File: src/rtl/fseq_pkg.sv
package fseq_pkg;
  typedef enum logic [2:0] {
    OP_NOP    = 3'd0,
    OP_PROG   = 3'd1,
    OP_ERASE  = 3'd2,
    OP_RESUME = 3'd3,
    OP_CLEAR  = 3'd4
  } cmd_op_e;

  typedef enum logic [1:0] {
    ST_READ  = 2'd0,
    ST_ERASE = 2'd1,
    ST_PROG  = 2'd2
  } seq_state_e;

  typedef struct packed {
    logic startErase;
    logic startProg;
    logic eraseTick;
    logic progTick;
    logic setEraseErr;
    logic setProgErr;
    logic clearErr;
  } seq_strobe_t;
endpackage

File: src/rtl/fseq_dpath.sv
module fseq_dpath
  import fseq_pkg::*;
#(
  parameter int BLK_W        = 3,
  parameter int ERASE_CYCLES = 64,
  parameter int PROG_CYCLES  = 8
) (
  input  logic               clk,
  input  logic               rstN,
  input  seq_strobe_t        strobes,
  input  logic [BLK_W-1:0]   cmdBlock,
  output logic               eraseLast,
  output logic               progLast,
  output logic [BLK_W-1:0]   eraseBlk,
  output logic [BLK_W-1:0]   progBlk,
  output logic               eraseErr,
  output logic               progErr
);
  localparam int EW = $clog2(ERASE_CYCLES + 1);
  localparam int PW = $clog2(PROG_CYCLES + 1);

  logic [EW-1:0] eraseRemain;
  logic [PW-1:0] progRemain;

  always_ff @(posedge clk or negedge rstN) begin
    if (!rstN) begin
      eraseRemain <= '0;
      eraseBlk    <= '0;
    end else if (strobes.startErase) begin
      eraseRemain <= EW'(ERASE_CYCLES);
      eraseBlk    <= cmdBlock;
    end else if (strobes.eraseTick) begin
      eraseRemain <= eraseRemain - 1'b1;
    end
  end

  always_ff @(posedge clk or negedge rstN) begin
    if (!rstN) begin
      progRemain <= '0;
      progBlk    <= '0;
    end else if (strobes.startProg) begin
      progRemain <= PW'(PROG_CYCLES);
      progBlk    <= cmdBlock;
    end else if (strobes.progTick) begin
      progRemain <= progRemain - 1'b1;
    end
  end

  always_ff @(posedge clk or negedge rstN) begin
    if (!rstN) begin
      eraseErr <= 1'b0;
      progErr  <= 1'b0;
    end else if (strobes.clearErr) begin
      eraseErr <= 1'b0;
      progErr  <= 1'b0;
    end else begin
      if (strobes.setEraseErr) eraseErr <= 1'b1;
      if (strobes.setProgErr)  progErr  <= 1'b1;
    end
  end

  assign eraseLast = (eraseRemain == EW'(1));
  assign progLast  = (progRemain == PW'(1));

  // Parked erase count survives suspension, programs and rejected erases
  p_hold_count_r9: assert property (@(posedge clk) disable iff (!rstN)
    (!strobes.eraseTick && !strobes.startErase) |=> $stable(eraseRemain));

  p_err_sticky_r10: assert property (@(posedge clk) disable iff (!rstN)
    (eraseErr && !strobes.clearErr) |=> eraseErr);

  p_prog_sticky_r5: assert property (@(posedge clk) disable iff (!rstN)
    (progErr && !strobes.clearErr) |=> progErr);
endmodule

File: src/rtl/fseq_ctrl.sv
module fseq_ctrl
  import fseq_pkg::*;
#(
  parameter int BLK_W       = 3,
  parameter int CODE_BLOCKS = 4
) (
  input  logic               clk,
  input  logic               rstN,
  input  logic               cmdValid,
  input  logic [2:0]         cmdOp,
  input  logic [BLK_W-1:0]   cmdBlock,
  input  logic               rewriteMode,
  input  logic [BLK_W-1:0]   protBlock,
  input  logic               suspendEnable,
  input  logic               swSuspendReq,
  input  logic               irqSuspendEnable,
  input  logic               irqPending,
  input  logic               eraseLast,
  input  logic               progLast,
  input  logic [BLK_W-1:0]   eraseBlk,
  input  logic [BLK_W-1:0]   progBlk,
  output seq_strobe_t        strobes,
  output seq_state_e         state,
  output logic               suspended,
  output logic               cpuHold
);
  localparam logic [BLK_W:0] CODE_LIM = (BLK_W + 1)'(CODE_BLOCKS);

  function automatic logic isCode(input logic [BLK_W-1:0] blk);
    return ({1'b0, blk} < CODE_LIM);
  endfunction

  seq_state_e nextState;
  logic       nextSusp;
  logic       cmdProt;
  logic       swOk;
  logic       suspendHit;
  cmd_op_e    op;

  assign op         = cmd_op_e'(cmdOp);
  assign cmdProt    = rewriteMode && (cmdBlock == protBlock);
  assign swOk       = swSuspendReq && (!rewriteMode || !isCode(eraseBlk));
  assign suspendHit = suspendEnable && (swOk || (irqSuspendEnable && irqPending));

  always_comb begin
    strobes   = '0;
    nextState = state;
    nextSusp  = suspended;
    unique case (state)
      ST_READ: if (cmdValid) begin
        unique case (op)
          OP_PROG: begin
            if (cmdProt) strobes.setProgErr = 1'b1;
            else begin
              strobes.startProg = 1'b1;
              nextState         = ST_PROG;
            end
          end
          OP_ERASE: begin
            if (cmdProt || suspended) strobes.setEraseErr = 1'b1;
            else begin
              strobes.startErase = 1'b1;
              nextState          = ST_ERASE;
            end
          end
          OP_RESUME: if (suspended) begin
            nextSusp  = 1'b0;
            nextState = ST_ERASE;
          end
          OP_CLEAR: strobes.clearErr = 1'b1;
          default: ;
        endcase
      end
      ST_ERASE: begin
        strobes.eraseTick = 1'b1;
        if (eraseLast) nextState = ST_READ;
        else if (suspendHit) begin
          nextState = ST_READ;
          nextSusp  = 1'b1;
        end
      end
      ST_PROG: begin
        strobes.progTick = 1'b1;
        if (progLast) nextState = ST_READ;
      end
      default: nextState = ST_READ;
    endcase
  end

  always_ff @(posedge clk or negedge rstN) begin
    if (!rstN) begin
      state     <= ST_READ;
      suspended <= 1'b0;
    end else begin
      state     <= nextState;
      suspended <= nextSusp;
    end
  end

  assign cpuHold = rewriteMode &&
                   (((state == ST_ERASE) && isCode(eraseBlk)) ||
                    ((state == ST_PROG) && isCode(progBlk)));

  p_no_susp_without_enable_r6: assert property (@(posedge clk) disable iff (!rstN)
    ((state == ST_ERASE) && !suspendEnable) |=> !suspended);

  p_reject_keeps_read_r5: assert property (@(posedge clk) disable iff (!rstN)
    ((state == ST_READ) && cmdValid && rewriteMode && (cmdBlock == protBlock) &&
     ((op == OP_PROG) || (op == OP_ERASE))) |=> (state == ST_READ));

  p_suspend_lands_read_r8: assert property (@(posedge clk) disable iff (!rstN)
    $rose(suspended) |-> (state == ST_READ));

  p_busy_ignores_cmd_r12: assert property (@(posedge clk) disable iff (!rstN)
    ((state == ST_PROG) && !progLast) |=> (state == ST_PROG));
endmodule

File: src/rtl/flash_rewrite_seq.sv
module flash_rewrite_seq
  import fseq_pkg::*;
#(
  parameter int NUM_BLOCKS   = 8,
  parameter int CODE_BLOCKS  = 4,
  parameter int ERASE_CYCLES = 64,
  parameter int PROG_CYCLES  = 8,
  localparam int BLK_W       = (NUM_BLOCKS > 1) ? $clog2(NUM_BLOCKS) : 1
) (
  input  logic             clk,
  input  logic             rstN,
  input  logic             cmdValid,
  input  logic [2:0]       cmdOp,
  input  logic [BLK_W-1:0] cmdBlock,
  input  logic             rewriteMode,
  input  logic [BLK_W-1:0] protBlock,
  input  logic             suspendEnable,
  input  logic             swSuspendReq,
  input  logic             irqSuspendEnable,
  input  logic             irqPending,
  output logic             ready,
  output logic             eraseErr,
  output logic             progErr,
  output logic             eraseSuspended,
  output logic             cpuHold,
  output logic             arrayEraseEn,
  output logic             arrayProgEn,
  output logic [BLK_W-1:0] arrayBlock
);
  seq_strobe_t      strobes;
  seq_state_e       state;
  logic             eraseLast;
  logic             progLast;
  logic [BLK_W-1:0] eraseBlk;
  logic [BLK_W-1:0] progBlk;

  fseq_ctrl #(.BLK_W(BLK_W), .CODE_BLOCKS(CODE_BLOCKS)) u_ctrl (
    .clk(clk), .rstN(rstN), .cmdValid(cmdValid), .cmdOp(cmdOp),
    .cmdBlock(cmdBlock), .rewriteMode(rewriteMode), .protBlock(protBlock),
    .suspendEnable(suspendEnable), .swSuspendReq(swSuspendReq),
    .irqSuspendEnable(irqSuspendEnable), .irqPending(irqPending),
    .eraseLast(eraseLast), .progLast(progLast), .eraseBlk(eraseBlk),
    .progBlk(progBlk), .strobes(strobes), .state(state),
    .suspended(eraseSuspended), .cpuHold(cpuHold)
  );

  fseq_dpath #(.BLK_W(BLK_W), .ERASE_CYCLES(ERASE_CYCLES),
               .PROG_CYCLES(PROG_CYCLES)) u_dpath (
    .clk(clk), .rstN(rstN), .strobes(strobes), .cmdBlock(cmdBlock),
    .eraseLast(eraseLast), .progLast(progLast), .eraseBlk(eraseBlk),
    .progBlk(progBlk), .eraseErr(eraseErr), .progErr(progErr)
  );

  assign ready        = (state == ST_READ);
  assign arrayEraseEn = (state == ST_ERASE);
  assign arrayProgEn  = (state == ST_PROG);
  assign arrayBlock   = (state == ST_PROG) ? progBlk : eraseBlk;

  p_hold_needs_mode_r3: assert property (@(posedge clk) disable iff (!rstN)
    cpuHold |-> (rewriteMode && !ready));

  p_one_array_op_r2: assert property (@(posedge clk) disable iff (!rstN)
    $onehot0({arrayEraseEn, arrayProgEn}));
endmodule

File: config.mk
export PLATFORM = sky130hd
export DESIGN_NAME = flash_rewrite_seq
export DESIGN_NICKNAME = d
export VERILOG_FILES = /design/src/rtl/fseq_pkg.sv /design/src/rtl/fseq_dpath.sv /design/src/rtl/fseq_ctrl.sv /design/src/rtl/flash_rewrite_seq.sv
export SDC_FILE = /design/constraint.sdc
export NUM_CORES = 1
export LEC_CHECK = 0
export BUFFER_PORTS_ARGS = -buffer_cell sky130_fd_sc_hd__buf_2
export CORE_AREA = 2 2 64 66
export CTS_CLUSTER_SIZE = 20
export DETAILED_ROUTE_END_ITERATION = 12
export DIE_AREA = 0 0 66 68
export PLACE_DENSITY = 0.62
export SETUP_SLACK_MARGIN = 0.15
export SLEW_MARGIN = 0
export SYNTH_ARGS = -nofsm -noshare
export SYNTH_HDL_FRONTEND = slang
export SYNTH_SLANG_ARGS = --single-unit
File: constraint.sdc
create_clock -name clk -period 1.45 [get_ports clk]
set_input_delay 0.145 -clock clk [delete_from_list [all_inputs] [get_ports clk]]
set_output_delay 0.145 -clock clk [all_outputs]
set_load 0.01 [all_outputs]
# After elaboration in Yosys (flattened, before gate mapping)
# Index checks and enable logic that the tools add are counted.
classes:
  n_addsub: 2
  order_cmp: 2
  n_eq_ne: 19
  muxes: 38
  reduce_logical: 21
op_table:
  columns: ["operator", "count"]
  rows:
  - ["$mux W1", 19]
  - ["$mux W2", 9]
  - ["$mux W7", 2]
  - ["$pmux W2 S3", 2]
  - ["$reduce_bool A2 Y1", 5]
  - ["$mux W3", 3]
  - ["$mux W4", 2]
  - ["$eq A7 B1 Y1 const B", 1]
  - ["$logic_and A1 B1 Y1", 7]
  - ["$reduce_and A7 Y1", 1]
  - ["$sub A7 B1 Y7 const B", 1]
  - ["$eq A3 B2 Y1 const B", 2]
  - ["$lt A3 B3 Y1 const B", 2]
  - ["$ne A2 B1 Y1 const B", 3]
  - ["$ne A3 B3 Y1 const B", 2]
  - ["$reduce_and A5 Y1", 1]
  - ["$eq A4 B1 Y1 const B", 1]
  - ["$logic_or A1 B1 Y1", 4]
  - ["$ne A2 B2 Y1 const B", 2]
  - ["$ne A4 B1 Y1 const B", 1]
  - ["$sub A4 B1 Y4 const B", 1]
  - ["$eq A3 B1 Y1 const B", 1]
  - ["$eq A3 B3 Y1", 1]
  - ["$eq A3 B3 Y1 const B", 1]
  - ["other kinds (7)", 8]
word_totals:
  reg_bits: 22
  in_bits: 17
  out_inout_bits: 10
  word_cells: 90

# Logic depth before layout (Yosys ltp)
depth:
  word_depth: 9
  ltp_mapped: 6
  mapped_depth_nobuf: 6

# Modules after synthesis
# Synthesis repeated with hierarchy kept, for this count alone.
hier_totals:
  cells_unflattened: 115
  area_unflattened_um2: 1222.4
by_module_without_submodules:
  columns: ["mod", "instances", "cells_per_inst", "area_each_um2", "seq_area_each_um2"]
  rows:
  - ["fseq_dpath", 1, 73, 853.3, 475.5]
  - ["fseq_ctrl", 1, 36, 309.0, 75.1]
  - ["flash_rewrite_seq", 1, 6, 60.1, 0.0]

# Worst setup path before layout
# No wires, ideal clock.
synth_path:
  path_kind: "reg-to-reg"
  startpoint: "register u_ctrl.state[0]"
  endpoint: "register u_dpath.eraseBlk[0]"
  setup_time_ns: 0.125
  t_arrival_ns: 1.427
  required_ns: 1.325
  path_slack_ns: -0.102
  path_stages_with_launch: 5
  n_path_buf: 0
  period_less_slack_ns: 1.552
  path_cell_list: "dfrtp_1 > nor3_4 > nand4b_2 > nor3_4 > mux2_4"
synth_via:
  elab_chain_cells: 2
synth_rtl:
  columns: ["element", "line", "text"]
  rows:
  - ["from (decl)", "fseq_ctrl.sv:23", "output seq_state_e state,"]
  - ["from (signal assigned)", "fseq_ctrl.sv:95", "state <= nextState;"]
  - ["$logic_not A2 Y1", "fseq_ctrl.sv:49", "unique case (state)"]
  - ["$mux W2", "fseq_ctrl.sv:49", null]
  - ["to (signal assigned)", "fseq_dpath.sv:31", "eraseBlk <= cmdBlock;"]
  - ["to (decl)", "fseq_dpath.sv:14", "output logic [BLK_W-1:0] eraseBlk,"]
# Every way passes these cells.
# A chain may end at the register's enable or synchronous reset.

# Final worst setup path
layout_path:
  startpoint: "register u_ctrl.state[0]"
  endpoint: "output port cpuHold"
layout_via:
  elab_chain_cells: 4
  word_cells_on_any_way: 6
  cone_classes: "eq/ne: 2; reduce/logical: 4"
layout_rtl:
  columns: ["element", "line", "text"]
  rows:
  - ["$eq A2 B1 Y1 / $eq A2 B2 Y1 (equally long branches)", "fseq_ctrl.sv:101, fseq_ctrl.sv:102", null]
  - ["$logic_and A1 B1 Y1, on equally long branches", "fseq_ctrl.sv:101, fseq_ctrl.sv:102", null]
  - ["$logic_or A1 B1 Y1 (*)", "fseq_ctrl.sv:101", "(((state == ST_ERASE) && isCode(eraseBlk)) ||"]
  - ["$logic_and A1 B1 Y1 (*)", "fseq_ctrl.sv:100", "assign cpuHold = rewriteMode &&"]
  - ["to (decl)", "flash_rewrite_seq.sv:25", "output logic cpuHold,"]
# Mark *: on every way between the ends. The rest lies on a longest branch, timed or not.

==> flow_summary.ini <==
[worst_setup_path]
critPathLaunch = u_ctrl.state[0]$_DFFE_PN0P_
worst_setup_path_end_kind = primary output
r2r_cells = 4
path_cells = buf_6, nand2b_4, o22ai_2, and2_1, buf_2
cpPeakStageDelay_ps = 450
reg2reg_from = u_ctrl.state[0]$_DFFE_PN0P_
crit_type = flip-flop to primary output
crit_cells = 5
critPathTopFamily = flip-flops
r2r_setup_slack_ps = -110
r2r-end = u_dpath.eraseBlk[2]$_DFFE_PN0P_
critPathBufInv = 2
required_ps = 1310
crit_slowest_cell = dfrtp_2
endpoint = cpuHold
crit_arrival_ps = 1420
crit_path_max_fanout = 7
start_kind = flip-flop

[synth]
synth.cell_area_mm2 = 0.00126
synth_top_family_by_area = simple AND/OR/NAND/NOR gates
synth.area.mux_share_pct = 6.27
syn_nets = 145
ys_warn_count = 0
synth_xor_area_share_pct = 7.66
synth.distinct_cells = 36
syn_area_per_cell_um2 = 10.1
synthSimpleGateAreaFrac_pct = 26.8
synth_compound_area_share_pct = 8.76
synth_seq_area_share_pct = 43.8
postSynthCellCount = 124
ys_seq_elements = 22
synth_fa_ha_area_share_pct = 3.98

[placement]
placed_area_mm2 = 0.00151
globalplace.congestion = 0.816
dp.cells = 207
numPortBuffers = 26
dp_hpwl_um = 2250

[cts]
cts_max_level = 1
clockRootBuffer = clkbuf_8
path_clk_slew_ps = 80
clk_latency_ps = 260
clk_path_buf_depth = 2
numCtsBuffers = 3
cts_tree = built
clock-sinks = 22

[drt]
viasPerCell = 4.86
wl_met2_um = 1720
wl_um = 3090
drt_pass1_iterations = 4
routed-wl-met3_um = 76
final_antenna_net_count = 0
vias = 1075
drc = 0
maxUsedRoutingLayer = met4
met1_length_um = 1260
avgRoutedWirePerCell_um = 14.0
drt_first_iter_violations = 36

[grt]
grt_pass1_wl_um = 5040
antenna_found_initial = 0
gr-usage-all-layers_pct = 15.0
grt_max_degree = 23
grt_pass1_vias = 1086
overflow = 0

[power]
leakage_nw = 0.830
finalPower_mw = 3.62
peakVddDrop_mv = 0.883
cellPowerDensity_mw_per_mm2 = 1980

[layout]
diodes = 0
drive_above_1_share_pct = 48.5
final_area_mm2 = 0.00183
seqCellArea_um2 = 553
multi_input_area_um2 = 801
syn_to_final_growth_pct = 45.2
nFillCells = 389
final_cells = 221
nets = 193

[sta]
fin_crit_sh_pct = 108
hold_violations = 0
period_minus_slack_ps = 1570
tns_ps = -1200
skew_ps = 2.82
drv_slew = 0
slew_headroom_pct = 66.3
grt_setup_unrepaired = yes
worst_slack_ps = -118
setup_viol = 20
tightest_slew_ps = 506
fmax_ghz = 0.638

[floorplanning]
core_area_mm2 = 0.00386
fp.dieW_um = 66
pin_count = 27
dieHeight_um = 68
start_util_pct = 32.6
die_area_mm2 = 0.00449
num_rows = 23

[worst_hold_path]
worstHoldStart = suspendEnable
hold_class = input port to flip-flop

[run]
maxCapViolations = 0

[status]
outcome = finished, violations left
violations = negative setup slack
worst min path at each step:
stage | endpoint | cells after the start | slack (ps)
after floorplan | u_ctrl.state[0]$_DFFE_PN0P_ | 0 | -150
after global placement | u_dpath.progRemain[2]$_DFFE_PN0P_ | 1 | 140
after detailed placement | u_dpath.progRemain[1]$_DFFE_PN0P_ | 1 | 150
after CTS | u_ctrl.suspended$_DFFE_PN0P_ | 3 | 140
after global routing | u_dpath.eraseBlk[0]$_DFFE_PN0P_ | 2 | 160
final | u_ctrl.suspended$_DFFE_PN0P_ | 3 | 130
cell type report:
type | count | share of cell area [%]
repair buffers | 44 | 16.9
flip-flops and latches | 22 | 30.3
clock buffers | 3 | 2.26
multi-input cells | 93 | 43.9
inverters | 8 | 1.64
well taps | 50 | 3.43
clock inverters | 1 | 1.64
synthesized netlist by cell type:
cell type | number | area share, %
or3_1 | 1 | 0.50
a31oi_1 | 2 | 0.99
nor2_2 | 1 | 0.50
nand2_1 | 17 | 5.1
and4_4 | 1 | 0.90
and4b_2 | 1 | 0.90
nand2b_1 | 4 | 2.0
nor4_1 | 3 | 1.5
or4b_1 | 1 | 0.80
nand4b_2 | 1 | 1.2
a22o_1 | 1 | 0.70
buf_2 | 1 | 0.40
nand4b_1 | 1 | 0.70
a21oi_1 | 4 | 1.6
o21a_1 | 1 | 0.60
mux2_2 | 3 | 2.7
nor2_1 | 13 | 3.9
o21ai_0 | 2 | 0.80
nor3_4 | 2 | 2.6
a32o_1 | 1 | 0.80
nor3_1 | 1 | 0.40
xor2_1 | 2 | 1.4
a211oi_1 | 1 | 0.60
nand4_1 | 2 | 0.99
inv_1 | 8 | 2.4
mux2_4 | 3 | 3.6
o22ai_1 | 1 | 0.50
a41oi_1 | 2 | 1.4
and2_1 | 2 | 0.99
nor4b_4 | 1 | 1.9
nand3b_1 | 2 | 1.2
xnor2_1 | 9 | 6.3
nand3_1 | 2 | 0.80
ha_1 | 4 | 4.0
dfrtp_1 | 22 | 44
o21ba_2 | 1 | 0.80
power breakdown:
part           internal (mW)  leakage [nW]  switching (mW)
clock                  0.369        0.0357           0.207
sequential             0.895         0.268           0.311
combinational          0.995         0.527           0.841
total                   2.26         0.830            1.36
repair_timing:
item | 4_1_cts | 5_1_grt
hold buffers | 1 | 0
setup buffers | 5 | 4
pin swaps | 6 | 9
endpoints found under the hold margin | 22 | 0
setup endpoints to repair | 25 | 29
gates resized for setup | 24 | 17
through the flow:
step           utilization (%)  hold slack, ps  setup WS, ps
6_report                  47.3             129          -118
5_1_grt                   47.3             157          -178
4_1_cts                   44.9             135          -106
3_5_place_dp              39.2             147         -61.8
3_3_place_gp              39.2             136         -14.3
2_1_floorplan                -            -151         -91.3
logic make-up after synthesis:
group | Yosys count
muxes | 6
and+or+nand+nor | 56
xor gates and xnor gates | 11
DFF | 22
buffers and inverters | 9
AOI/OAI and AO/OA | 16
adders and majority gates | 4
worst reg2reg max path: cells and delay by family (launching register included):
kind	cells	cell delay [ps]
DFF	1	450
muxes	1	330
and+or+nand+nor	3	670
sequential cells by signal, indices dropped and copies added (netlist names):
signal	cells
u_ctrl.state	2
u_dpath.eraseErr	1
u_dpath.progErr	1
u_dpath.progBlk	3
u_dpath.eraseRemain	7
u_ctrl.suspended	1
u_dpath.eraseBlk	3
u_dpath.progRemain	4
metal layers:
layer  global-route usage (%)  vias up
met4                     5.36        0
met5                        0        -
met2                     28.3       16
li1                         -      523
met3                     2.14        5
met1                     17.3      531
layout by cell type, fill, tap and decap left out, types with 2 or more instances in the layout:
cell      synthesis  final
a21oi_1           4      2
a21oi_2           0      2
a31oi_1           2      2
a41oi_1           2      2
buf_2             1     25
buf_4             0      8
buf_6             0     10
clkbuf_8          0      3
dfrtp_1          22     20
dfrtp_2           0      2
ha_1              4      4
inv_1             8      6
inv_2             0      2
mux2_2            3      3
mux2_4            3      3
nand2_1          17     16
nand2b_4          0      3
nand3_1           2      2
nand3b_1          2      2
nand4_1           2      2
nor2_1           13      8
nor2_4            0      6
nor3_4            2      2
nor4_2            0      2
xnor2_1           9      9
xor2_1            2      2
(Power assumes the default switching activity.)
